[src/rtl/lfb_pkg.sv]
package lfb_pkg;
    localparam logic [4:0] CTRL_REG_ADDR = 5'd0;
    localparam logic [4:0] STAT_REG_ADDR = 5'd1;

    localparam int BIT_RESET = 15;
    localparam int BIT_LOOP  = 14;
    localparam int BIT_SPEED = 13;
    localparam int BIT_PDOWN = 11;
    localparam int BIT_ISO   = 10;
    localparam int BIT_LINK  = 2;

    localparam logic [15:0] QUIESCE_WORD = (16'd1 << BIT_LOOP) | (16'd1 << BIT_PDOWN) | (16'd1 << BIT_ISO);
    localparam logic [15:0] RESET_WORD   = 16'd1 << BIT_RESET;
    localparam logic [15:0] SPEED_MASK   = 16'd1 << BIT_SPEED;

    typedef enum logic [3:0] {
        ST_IDLE,
        ST_QUIESCE_WR,
        ST_RESET_WR,
        ST_POLL_RD,
        ST_POLL_GAP,
        ST_BACK_RD,
        ST_SPEED_WR,
        ST_CHECK_WAIT,
        ST_STAT_RD,
        ST_CTRL_RD
    } lfb_state_e;
endpackage

[src/rtl/lfb_interval.sv]
module lfb_interval #(
    parameter int LIMIT = 4000
) (
    input  logic clk,
    input  logic rst_n,
    input  logic arm,
    output logic due
);
    localparam int W = (LIMIT < 2) ? 1 : $clog2(LIMIT + 1);

    logic [W-1:0] count_d, count_q;

    always_comb begin
        count_d = arm ? count_q + 1'b1 : '0;
        due     = arm && (count_q == W'(LIMIT - 1));
    end

    always_ff @(posedge clk or negedge rst_n) begin
        if (!rst_n) count_q <= '0;
        else        count_q <= count_d;
    end

    a_r5_count_in_window: assert property (@(posedge clk) disable iff (!rst_n)
        arm |-> (count_q <= W'(LIMIT - 1)));
endmodule

[src/rtl/lfb_req_drive.sv]
module lfb_req_drive
    import lfb_pkg::*;
(
    input  lfb_state_e  state,
    input  logic        issued,
    input  logic [15:0] speed_word,
    output logic        req_valid,
    output logic        req_write,
    output logic [4:0]  req_addr,
    output logic [15:0] req_wdata
);
    logic is_access;

    always_comb begin
        is_access = 1'b0;
        req_write = 1'b0;
        req_addr  = CTRL_REG_ADDR;
        req_wdata = '0;
        unique case (state)
            ST_QUIESCE_WR: begin is_access = 1'b1; req_write = 1'b1; req_wdata = QUIESCE_WORD; end
            ST_RESET_WR:   begin is_access = 1'b1; req_write = 1'b1; req_wdata = RESET_WORD;   end
            ST_SPEED_WR:   begin is_access = 1'b1; req_write = 1'b1; req_wdata = speed_word;   end
            ST_POLL_RD, ST_BACK_RD, ST_CTRL_RD: is_access = 1'b1;
            ST_STAT_RD:    begin is_access = 1'b1; req_addr = STAT_REG_ADDR; end
            default: ;
        endcase
        req_valid = is_access && !issued;
    end
endmodule

[src/rtl/link_fallback_ctrl.sv]
module link_fallback_ctrl
    import lfb_pkg::*;
#(
    parameter int CHECK_CYCLES = 240_000_000,
    parameter int POLL_CYCLES  = 4000,
    parameter int MAX_POLLS    = 64,
    parameter int FAIL_CHECKS  = 4
) (
    input  logic        clk,
    input  logic        rst_n,
    input  logic        start,
    output logic        req_valid,
    output logic        req_write,
    output logic [4:0]  req_addr,
    output logic [15:0] req_wdata,
    input  logic        req_ready,
    input  logic        rsp_valid,
    input  logic [15:0] rsp_rdata,
    output logic        link_up,
    output logic        speed_100,
    output logic        reset_err,
    output logic        reinit
);
    localparam int PW = $clog2(MAX_POLLS + 1);
    localparam int CW = $clog2(FAIL_CHECKS + 1);

    typedef struct packed {
        lfb_state_e     st;
        logic           issued;
        logic [PW-1:0]  polls;
        logic [CW-1:0]  checks;
        logic           try10;
        logic           saw_link;
        logic [15:0]    word;
        logic           link;
        logic           spd;
        logic           err;
        logic           pulse;
    } ctl_t;

    ctl_t ctl_d, ctl_q;
    logic gap_due, chk_due, done;

    lfb_interval #(.LIMIT(POLL_CYCLES)) u_poll_gap (
        .clk(clk), .rst_n(rst_n), .arm(ctl_q.st == ST_POLL_GAP), .due(gap_due));

    lfb_interval #(.LIMIT(CHECK_CYCLES)) u_check_gap (
        .clk(clk), .rst_n(rst_n), .arm(ctl_q.st == ST_CHECK_WAIT), .due(chk_due));

    lfb_req_drive u_req (
        .state(ctl_q.st), .issued(ctl_q.issued), .speed_word(ctl_q.word),
        .req_valid(req_valid), .req_write(req_write),
        .req_addr(req_addr), .req_wdata(req_wdata));

    always_comb begin
        ctl_d       = ctl_q;
        ctl_d.pulse = 1'b0;
        done        = rsp_valid && ctl_q.issued;
        if (req_valid && req_ready) ctl_d.issued = 1'b1;
        if (done)                   ctl_d.issued = 1'b0;

        unique case (ctl_q.st)
            ST_IDLE: begin
                ctl_d.checks = '0;
                if (start) begin
                    ctl_d.st     = ST_QUIESCE_WR;
                    ctl_d.issued = 1'b0;
                    ctl_d.try10  = 1'b0;
                    ctl_d.link   = 1'b0;
                    ctl_d.spd    = 1'b0;
                    ctl_d.err    = 1'b0;
                end
            end
            ST_QUIESCE_WR: if (done) ctl_d.st = ST_RESET_WR;
            ST_RESET_WR: if (done) begin
                ctl_d.st    = ST_POLL_RD;
                ctl_d.polls = '0;
            end
            ST_POLL_RD: if (done) begin
                ctl_d.polls = ctl_q.polls + 1'b1;
                if (!rsp_rdata[BIT_RESET]) begin
                    ctl_d.st = ST_BACK_RD;
                end else if (ctl_q.polls == PW'(MAX_POLLS - 1)) begin
                    ctl_d.err = 1'b1;
                    ctl_d.st  = ST_BACK_RD;
                end else begin
                    ctl_d.st = ST_POLL_GAP;
                end
            end
            ST_POLL_GAP: if (gap_due) ctl_d.st = ST_POLL_RD;
            ST_BACK_RD: if (done) begin
                ctl_d.word = ctl_q.try10 ? (rsp_rdata & ~SPEED_MASK) : (rsp_rdata | SPEED_MASK);
                ctl_d.st   = ST_SPEED_WR;
            end
            ST_SPEED_WR: if (done) begin
                ctl_d.st     = ST_CHECK_WAIT;
                ctl_d.checks = '0;
            end
            ST_CHECK_WAIT: if (chk_due) ctl_d.st = ST_STAT_RD;
            ST_STAT_RD: if (done) begin
                ctl_d.saw_link = rsp_rdata[BIT_LINK];
                ctl_d.st       = ST_CTRL_RD;
            end
            ST_CTRL_RD: if (done) begin
                if (ctl_q.saw_link) begin
                    ctl_d.link = 1'b1;
                    ctl_d.spd  = rsp_rdata[BIT_SPEED];
                    ctl_d.st   = ST_IDLE;
                end else if (ctl_q.checks == CW'(FAIL_CHECKS - 1)) begin
                    ctl_d.checks = '0;
                    if (rsp_rdata[BIT_SPEED]) begin
                        ctl_d.try10 = 1'b1;
                        ctl_d.st    = ST_QUIESCE_WR;
                    end else begin
                        ctl_d.pulse = 1'b1;
                        ctl_d.st    = ST_IDLE;
                    end
                end else begin
                    ctl_d.checks = ctl_q.checks + 1'b1;
                    ctl_d.st     = ST_CHECK_WAIT;
                end
            end
            default: ctl_d.st = ST_IDLE;
        endcase
    end

    always_ff @(posedge clk or negedge rst_n) begin
        if (!rst_n) begin
            ctl_q          <= '0;
            ctl_q.st       <= ST_IDLE;
        end else begin
            ctl_q <= ctl_d;
        end
    end

    assign link_up   = ctl_q.link;
    assign speed_100 = ctl_q.spd;
    assign reset_err = ctl_q.err;
    assign reinit    = ctl_q.pulse;

    a_r10_hold_request: assert property (@(posedge clk) disable iff (!rst_n)
        (req_valid && !req_ready) |=> (req_valid && $stable(req_write) && $stable(req_addr) && $stable(req_wdata)));
    a_r10_one_outstanding: assert property (@(posedge clk) disable iff (!rst_n)
        (req_valid && req_ready) |=> !req_valid);
    a_r8_single_pulse: assert property (@(posedge clk) disable iff (!rst_n)
        reinit |=> !reinit);
    a_r8_no_link_on_giveup: assert property (@(posedge clk) disable iff (!rst_n)
        reinit |-> !link_up);
    a_r6_quiet_when_linked: assert property (@(posedge clk) disable iff (!rst_n)
        link_up |-> !req_valid);
    a_r3_poll_bound: assert property (@(posedge clk) disable iff (!rst_n)
        ctl_q.polls <= PW'(MAX_POLLS));
    a_r7_check_bound: assert property (@(posedge clk) disable iff (!rst_n)
        ctl_q.checks < CW'(FAIL_CHECKS));
endmodule

[config.mk]
export PLATFORM = sky130hd
export DESIGN_NAME = link_fallback_ctrl
export DESIGN_NICKNAME = d
export VERILOG_FILES = /design/src/rtl/lfb_pkg.sv /design/src/rtl/lfb_interval.sv /design/src/rtl/lfb_req_drive.sv /design/src/rtl/link_fallback_ctrl.sv
export SDC_FILE = /design/constraint.sdc
export NUM_CORES = 1
export LEC_CHECK = 0
export BUFFER_PORTS_ARGS = -buffer_cell sky130_fd_sc_hd__buf_2
export CORE_ASPECT_RATIO = 1.5
export CORE_MARGIN = 5
export CORE_UTILIZATION = 32
export DETAILED_ROUTE_END_ITERATION = 8
export PLACE_DENSITY_LB_ADDON = 0.25
export SYNTH_ARGS = -nofsm -noshare
export SYNTH_HDL_FRONTEND = slang
export SYNTH_SLANG_ARGS = --single-unit
[constraint.sdc]
create_clock -name clk -period 5 [get_ports clk]
set_input_delay 0.25 -clock clk [delete_from_list [all_inputs] [get_ports clk]]
set_output_delay 0.25 -clock clk [all_outputs]
set_load 0.01 [all_outputs]
# [Word level (Yosys, flattened, before mapping)]
# Index checks and enable logic that the tools add are counted.
[totals] ff_bits=77
[classes] add_sub_neg=4 n_eq_ne=29 mux=51 n_reduce_logical=21
[ops] cell="$mux W4" n=12
[ops] cell="$pmux W16 S3" n=1
[ops] cell="$pmux W4 S10" n=1
[ops] cell="$ne A2 B2 Y1 const B" n=16
[ops] cell="$add A28 B1 Y28 const B" n=1
[ops] cell="$eq A28 B28 Y1 const B" n=1
[ops] cell="$mux W28" n=1
[ops] cell="$mux W1" n=20
[ops] cell="$eq A4 B3 Y1 const B" n=4
[ops] cell="$mux W14" n=1
[ops] cell="$mux W7" n=2
[ops] cell="$pmux W7 S2" n=1
[ops] cell="$add A12 B1 Y12 const B" n=1
[ops] cell="$eq A12 B12 Y1 const B" n=1
[ops] cell="$mux W12" n=1
[ops] cell="$mux W3" n=4
[ops] cell="$reduce_and A10 Y1" n=1
[ops] cell="$pmux W3 S3" n=1
[ops] cell="$eq A4 B2 Y1 const B" n=2
[ops] cell="$eq A4 B4 Y1 const B" n=2
[ops] cell="$reduce_and A4 Y1" n=2
[ops] cell="$add A7 B1 Y7 const B" n=1
[ops] cell="$eq A7 B6 Y1 const B" n=1
[ops] cell="$reduce_or A7 Y1" n=1
[ops] cell="17 further kinds" n=26

# [Logic depth before layout (Yosys ltp)]
# Gate-level depths: netlist of the first run.
[depth] word_depth=9 ltp_mapped=7 depth_no_buf=6

# [Modules after synthesis]
# From an unflattened synthesis of the first run, not the netlist that was laid out.
[unflattened] hier_cells=424 hier_area_um2=4181.5
[by_module_without_submodules] module="link_fallback_ctrl" n_inst=1 cells_per_inst=179 area_per_inst_um2=1918.1 seq_area_each_um2=925.9
[by_module_without_submodules] module="lfb_interval (u_check_gap)" n_inst=1 cells_per_inst=149 area_per_inst_um2=1423.9 seq_area_each_um2=700.7
[by_module_without_submodules] module="lfb_interval (u_poll_gap)" n_inst=1 cells_per_inst=58 area_per_inst_um2=575.6 seq_area_each_um2=300.3
[by_module_without_submodules] module="lfb_req_drive" n_inst=1 cells_per_inst=38 area_per_inst_um2=264.0 seq_area_each_um2=0.0

# [Least setup slack after synthesis of the first run]
# No wires, ideal clock.
[synth_path] kind="reg-to-reg" start="reg ctl_q[34] (netlist bit)" end="reg ctl_q[35] (netlist bit)" setup_ps=124 t_arrival_ps=1880 path_slack_ps=2995 path_stages_with_launch=6 n_path_buf=0 period_less_slack_ps=2005 path_cell_list="dfrtp_1 -> or4b_2 -> a31o_2 -> o221ai_1 -> nor4_1 -> a211o_2"
[synth_via] elab_chain_cells=4 word_cells_on_any_way=24 classes_between="eq/ne: 19; mux: 1; reduce/logical: 4"
[synth_lines] item="start: declaration" line_no="link_fallback_ctrl.sv:41" text="ctl_t ctl_d, ctl_q;"
[synth_lines] item="start signal: assignment" line_no="link_fallback_ctrl.sv:132" text="ctl_q <= ctl_d;"
[synth_lines] item="$eq A4 B3 Y1 (on tied branches)" line_no="link_fallback_ctrl.sv:48, link_fallback_ctrl.sv:62, link_fallback_ctrl.sv:45"
[synth_lines] item="$logic_and A1 B1 Y1" line_no="lfb_interval.sv:15" text="due = arm && (count_q == W'(LIMIT - 1));"
[synth_lines] item="$ne A2 B2 Y1 (no source line)"
[synth_lines] item="$reduce_and A10 Y1 (no source line)"
# Parallel ways exist; a longest one is shown, timed or not.
# A chain may end at the register's enable or synchronous reset.

# [Worst setup path in the final report of the first run]
[layout_path] start="reg ctl_q[36] (netlist bit)" end="reg ctl_q[35] (netlist bit)"
# Same word-level chain as after synthesis.

==> flow_summary.yaml, run 1 <==
routing:
  drtIter0Drc: 125
  vias: 2951
  routedWlPerCell_um: 14.61
  wl_met2_um: 4461
  wl_met1_um: 3597
  wirelength_um: 8517
  top_layer: "met4"
  drc: 0
  wl_met3_um: 259
  final_antenna_net_count: 0
  drtPass1Iterations: 4
  routed_via_density: 5.062
timing:
  min_period_ps: 3021
  timing.final.crit_share_pct: 60.42
  finalSetupViolCount: 0
  fmax_ghz: 0.3310
  slew_headroom_pct: 29.35
  rsz0062_at_grt: "false"
  drv_slew: 0
  worst_pin_slew_ps: 1057
  fin_tns_setup_ps: 0
  hold_viol_final: 0
  fin_ws_ps: 1979
  clock_skew_ps: 5.299
clock_network:
  cts-resized-gates: 0
  clock-sinks: 77
  clockRootBuffer: "clkbuf_16"
  path_clk_slew_ps: 60
  clkLatencyLatePin_ps: 330
  cts_made_buffers: 9
  holdBufCountCts: 0
  cts_tree: "done"
  clk_path_buf_depth: 2
  cts_max_level: 3
  post-cts-setup-buffer-count: 0
power:
  total_power_mw: 1.222
  powerDensity_nw_per_um2: 272.9
  ir_drop_uv: 106.8
  p_leak_nw: 2.116
worst_setup_path:
  timing.critical_path.buf_inv: 0
  path_delay_family: "compound AO/OA/AOI/OAI gates"
  critical_path.max_fanout: 28
  critPathMaxStageDelay_ps: 780
  crit_path_start_kind: "flip-flop"
  reg2reg_slack_ps: 1980
  cp-end-kind: "flip-flop"
  path_cells: "nor2b_1 -> nand3_1 -> a31oi_1 -> o31ai_1 -> a211o_2"
  cp.arrival_ps: 3240
  criticalPathCategory: "flip-flop to flip-flop"
  cpMaxStageDelayCell: "nand3_1"
  crit_required_ps: 5220
run_status:
  outcome: "finished clean"
finish:
  syn_to_final_growth_pct: 15.30
  nets: 450
  instances_no_fill: 583
  fin_area_um2: 4478
  final_common_cell: "dfrtp_1"
  num_antenna_cells: 0
  drive_gt1_share_pct: 19.53
  mostFrequentLayoutCells: "dfrtp_1, nor2_1, buf_2, nand2_1"
run:
  maxCapViolCount: 0
min_path:
  hold_path_class: "primary input to asynchronous set/reset pin"
logic_synthesis:
  synth_edf_count: 0
  synth.distinct_cells: 54
  ys_ff_latch: 77
  synth_top_cell_area_share_pct: 49.61
  synthArstFlopShare_pct: 100.0
  synth_top_area_cell: "dfrtp_1"
  ys_seq_area_share_pct: 49.61
  synthCells: 386
  synth.top_cells.by_area: "dfrtp_1, mux2_2, nor2_1"
  avgSynthCellArea_um2: 10.06
  synth_flop_cell: "dfrtp_1"
  ys_warn_count: 0
  syn_area_um2: 3884
placement:
  placed_cell_area_um2: 4218
  gp_routability_congestion: 0.7760
  port_buffers: 43
  dp_cells: 567
  hpwl_um: 6090
  post-place-ws_ps: 1929
floorplan:
  start_util_pct: 32.49
  core_area_um2: 11960
  die_y_um: 144.9
  fp.dieW_um: 99.95
  dieArea_um2: 14490
  rows: 49
  pin_count: 48
global_route:
  grt_pass1_vias: 2973
  grt-ovfl-total: 0
  antenna_found_initial: 0
  grt_max_degree: 78
  grt_pass1_wl_um: 14700
  grt_use_total_pct: 12.45
## routing by layer
metal  up-vias  track usage, %
li1       1454               -
met1      1452           15.35
met2        32           21.02
met3        13           2.450
met4         0           5.058
met5         -               0
## cells in the mapped netlist, types with 8 or more instances
cell / instances
nand3_1: 19
nor3_1: 8
a21oi_1: 11
and2_1: 14
clkbuf_1: 9
mux2_2: 18
nand2_1: 36
nor2_1: 48
and3_1: 9
nand4_1: 9
xor2_1: 19
o21ai_0: 8
dfrtp_1: 77
xnor2_1: 9
## flip-flops by register name (all words and copies together) (netlist names)
register	count
link_up	1
u_poll_gap.count_q	12
u_check_gap.count_q	28
ctl_q	33
reset_err	1
reinit	1
speed_100	1
## report_power, final
| part | total (mW) | switching, mW | internal [mW] | leakage, nW |
|---|---|---|---|---|
| combinational | 0.0226 | 0.0166 | 0.00600 | 0.931 |
| clock | 0.576 | 0.244 | 0.332 | 0.129 |
| sequential | 0.623 | 0 | 0.623 | 1.06 |
| total | 1.22 | 0.260 | 0.962 | 2.12 |
## path summary, 6_finish.rpt
kind | cells after the start | endpoint | from
hold reg to reg | 1 | u_check_gap.count_q[0] | u_check_gap.count_q[0]
hold / removal | 1 | u_poll_gap.count_q[10] | rst_n
setup / recovery | 5 | ctl_q[35] | ctl_q[36]
min in group clk | 2 | ctl_q[9] | rsp_rdata[5]
setup reg to reg | 5 | ctl_q[35] | ctl_q[36]
max in group asynchronous | 1 | ctl_q[19] | rst_n
## per-stage QoR
| step | hold slack (ps) | util (%) |
|---|---|---|
| CTS | 124.4 | 37.46 |
| detailed placement | 455.7 | 35.28 |
| global placement | 451.2 | 35.28 |
| global route | 149.6 | 37.46 |
| floorplan | -45.59 | - |
| finish | 64.47 | 37.46 |
## kinds of logic after synthesis
family                   Yosys count  synth area share [%]
buffers and inverters             22                 2.609
AO/OA/AOI/OAI                     54                 9.955
other                              1               0.09656
AND/OR/NAND/NOR                  182                 24.90
multiplexers                      18                 5.219
flip-flops                        77                 49.61
adder cells (fa/ha/maj)            4                 1.289
XOR/XNOR                          28                 6.315
## worst reg2reg max path, cell delays in order (launching register included)
cell	delay, ps
dfrtp_1	620
nor2b_1	340
nand3_1	780
a31oi_1	760
o31ai_1	140
a211o_2	280
## layout make-up
cell class / instances / area, µm²
Multi-Input combinational cell: 290 / 1867
Timing Repair Buffer: 43 / 217.7
Inverter: 4 / 15.01
Sequential cell: 77 / 1927
Fill cell: 1226 / 7477
Tap cell: 153 / 191.4
Clock buffer: 11 / 232.7
Clock inverter: 5 / 27.53
No activity file was read; power rests on OpenSTA's default activity.
==> run 2, diff against run 1 <==
Settings changed: ABC_AREA set to 1.
Clock period 5 ns to 3.1 ns, I/O delays scaled along.
==> run 2 against run 1 <==
  * Cell area increased by 8.8%
  * Utilization increased by 0.15 points
  * Sequential power increased by 110%
  * Area after synthesis increased by 8.0%
  * The flow now finishes with violations (hold timing)
  * Global-route usage increased by 1.6 points
  * Highest routed layer unchanged
==> flow_summary.yaml, run 2 <==
run_status:
  outcome: "finished with violations"
  violations: "hold timing"
run:
  maxCapViolCount: 0
logic_synthesis:
  avgSynthCellArea_um2: 7.373
  syn_area_um2: 4195
  ys_warn_count: 0
  synth_flop_cell: "dfrtp_1"
  ys_ff_latch: 77
  synth.distinct_cells: 30
  synth_edf_count: 0
  synth.top_cells.by_area: "dfrtp_1, nand2_1, nor2_1"
  synthArstFlopShare_pct: 100.0
  synth_top_area_cell: "dfrtp_1"
  ys_seq_area_share_pct: 45.93
  synthCells: 569
  synth_top_cell_area_share_pct: 45.93
  synthTopCellsByCount: "nand2_1, nor2_1, dfrtp_1"
  synthMostInstantiatedCell: "nand2_1"
timing:
  drv_slew: 0
  min_period_ps: 2116
  rsz0062_at_grt: "false"
  hold_viol_final: 26
  finalSetupViolCount: 0
  fin_tns_setup_ps: 0
  clock_skew_ps: 5.188
  fin_ws_ps: 983.7
  fmax_ghz: 0.4725
  worst_pin_slew_ps: 1002
  slew_headroom_pct: 33.20
  hold_ws_ps: -46.04
  timing.final.crit_share_pct: 68.27
finish:
  reg_top3: "ctl_q: 33 flops, u_check_gap.count_q: 28 flops, u_poll_gap.count_q: 12 flops"
  largest_register_ffs: 33
  fillers: 1368
  top_register: "ctl_q"
  instances_no_fill: 781
  register_area_um2: 1927
  mostFrequentLayoutCells: "nand2_1, nor2_1, dfrtp_1, inv_1, buf_2"
  final_common_cell: "nand2_1"
  drive_gt1_share_pct: 15.92
  multi_input_area_um2: 1932
  nets: 642
  num_antenna_cells: 0
  syn_to_final_growth_pct: 16.10
clock_network:
  clock-sinks: 77
  cts_max_level: 3
  path_clk_slew_ps: 60
  holdBufCountCts: 0
  cts_tree: "done"
  post-cts-setup-buffer-count: 0
  clkLatencyLatePin_ps: 330
  clk_path_buf_depth: 2
  clockRootBuffer: "clkbuf_16"
  cts_made_buffers: 9
  cts-resized-gates: 0
floorplan:
  dieArea_um2: 15550
  pin_count: 48
  rows: 51
  start_util_pct: 32.39
  core_area_um2: 12950
  fp.dieW_um: 103.5
  die_y_um: 150.2
power:
  p_clk_share_pct: 33.1
  switching_share_pct: 33.84
  p_leak_nw: 2.397
  p_sw_mw: 1.116
  seqPwrFrac_pct: 38.8
  ir_drop_uv: 345.2
  p_comb_share_pct: 28.1
  powerDensity_nw_per_um2: 676.9
  total_power_mw: 3.297
  intPower_mw: 2.182
worst_setup_path:
  path_delay_family: "simple AND/OR/NAND/NOR gates"
  cp_common_cell: "nand2_1"
  critical_path.max_fanout: 14
  cpMaxStageDelayCell: "dfrtp_1"
  timing.critical_path.buf_inv: 3
  crit_required_ps: 2940
  cp.arrival_ps: 1960
  cp-end-kind: "primary output"
  critPathMaxStageDelay_ps: 490
  crit_start: "ctl_q[34]"
  timing.rr.start: "ctl_q[34]"
  path_cells: "inv_1 -> nor2_2 -> nand2_1 -> inv_2 -> nand2_1 -> nand2_1 -> buf_2"
  criticalPathCategory: "flip-flop to primary output"
  crit_path_start_kind: "flip-flop"
global_route:
  grt_use_total_pct: 14.07
  grt_max_degree: 78
  grt_pass1_vias: 3761
  grt-ovfl-total: 0
  grt_pass1_wl_um: 17280
  antenna_found_initial: 0
routing:
  wirelength_um: 9781
  drtPass1Iterations: 4
  routedWlPerCell_um: 12.52
  routed_via_density: 4.633
  final_antenna_net_count: 0
  drtIter0Drc: 166
  vias: 3618
  drc: 0
placement:
  dp_cells: 765
  port_buffers: 43
  post-place-ws_ps: 1107
  hpwl_um: 7587
  gp_routability_congestion: 0.8404
min_path:
  hold_path_class: "primary input to asynchronous set/reset pin"
## run 2: kinds of logic (layout without fill, tap and decap cells)
family,after synthesis,in the layout,share of synthesized area [%]
flip-flops,77,77,45.93
adder cells (fa/ha/maj),4,4,1.193
AO/OA/AOI/OAI,62,62,7.903
other,1,4,0.08939
buffers and inverters,85,135,8.291
AND/OR/NAND/NOR,329,329,34.06
XOR/XNOR,7,7,1.461
multiplexers,4,4,1.074
## run 2: path summary, 6_finish.rpt
kind	slack [ps]	end	cells past startpoint
min in group clk	40	ctl_q[18]	2
hold reg to reg	460	ctl_q[17]	1
hold / removal	-50	u_check_gap.count_q[14]	1
setup reg to reg	1150	u_check_gap.count_q[4]	5
max in group asynchronous	2460	ctl_q[13]	1
setup / recovery	980	req_wdata[10]	7
## run 2: through the flow
step / utilization, % / instance area (µm²)
2_1_floorplan: - / 4207
3_3_place_gp: 35.23 / 4563
3_5_place_dp: 35.23 / 4563
4_1_cts: 37.60 / 4871
5_1_grt: 37.60 / 4871
6_report: 37.60 / 4871
## run 2: area by class of cell
cell class	instances	area share, %
clock buffer	11	4.778
clock inverter	5	1.541
inverter	76	5.908
multi-input combinational	410	39.66
sequential	77	39.56
tap	159	4.084
timing repair buffer	43	4.470
## run 2: power groups by stage
stage | combinational (mW) | sequential (mW) | clock (mW)
finish | 0.925 | 1.28 | 1.09
global route | 1.06 | 1.30 | 1.17
CTS | 0.947 | 1.28 | 1.13
detailed placement | 0.940 | 1.30 | 0
global placement | 0.933 | 1.29 | 0
floorplan | 0.684 | 1.27 | 0
## run 2: layer usage
metal / wire (µm) / track usage (%) / vias to the layer above
met5: 0 / 0 / -
met4: 144 / 4.925 / 0
met3: 291 / 2.689 / 12
met2: 5392 / 25.57 / 43
met1: 3952 / 16.01 / 1689
li1: - / - / 1874
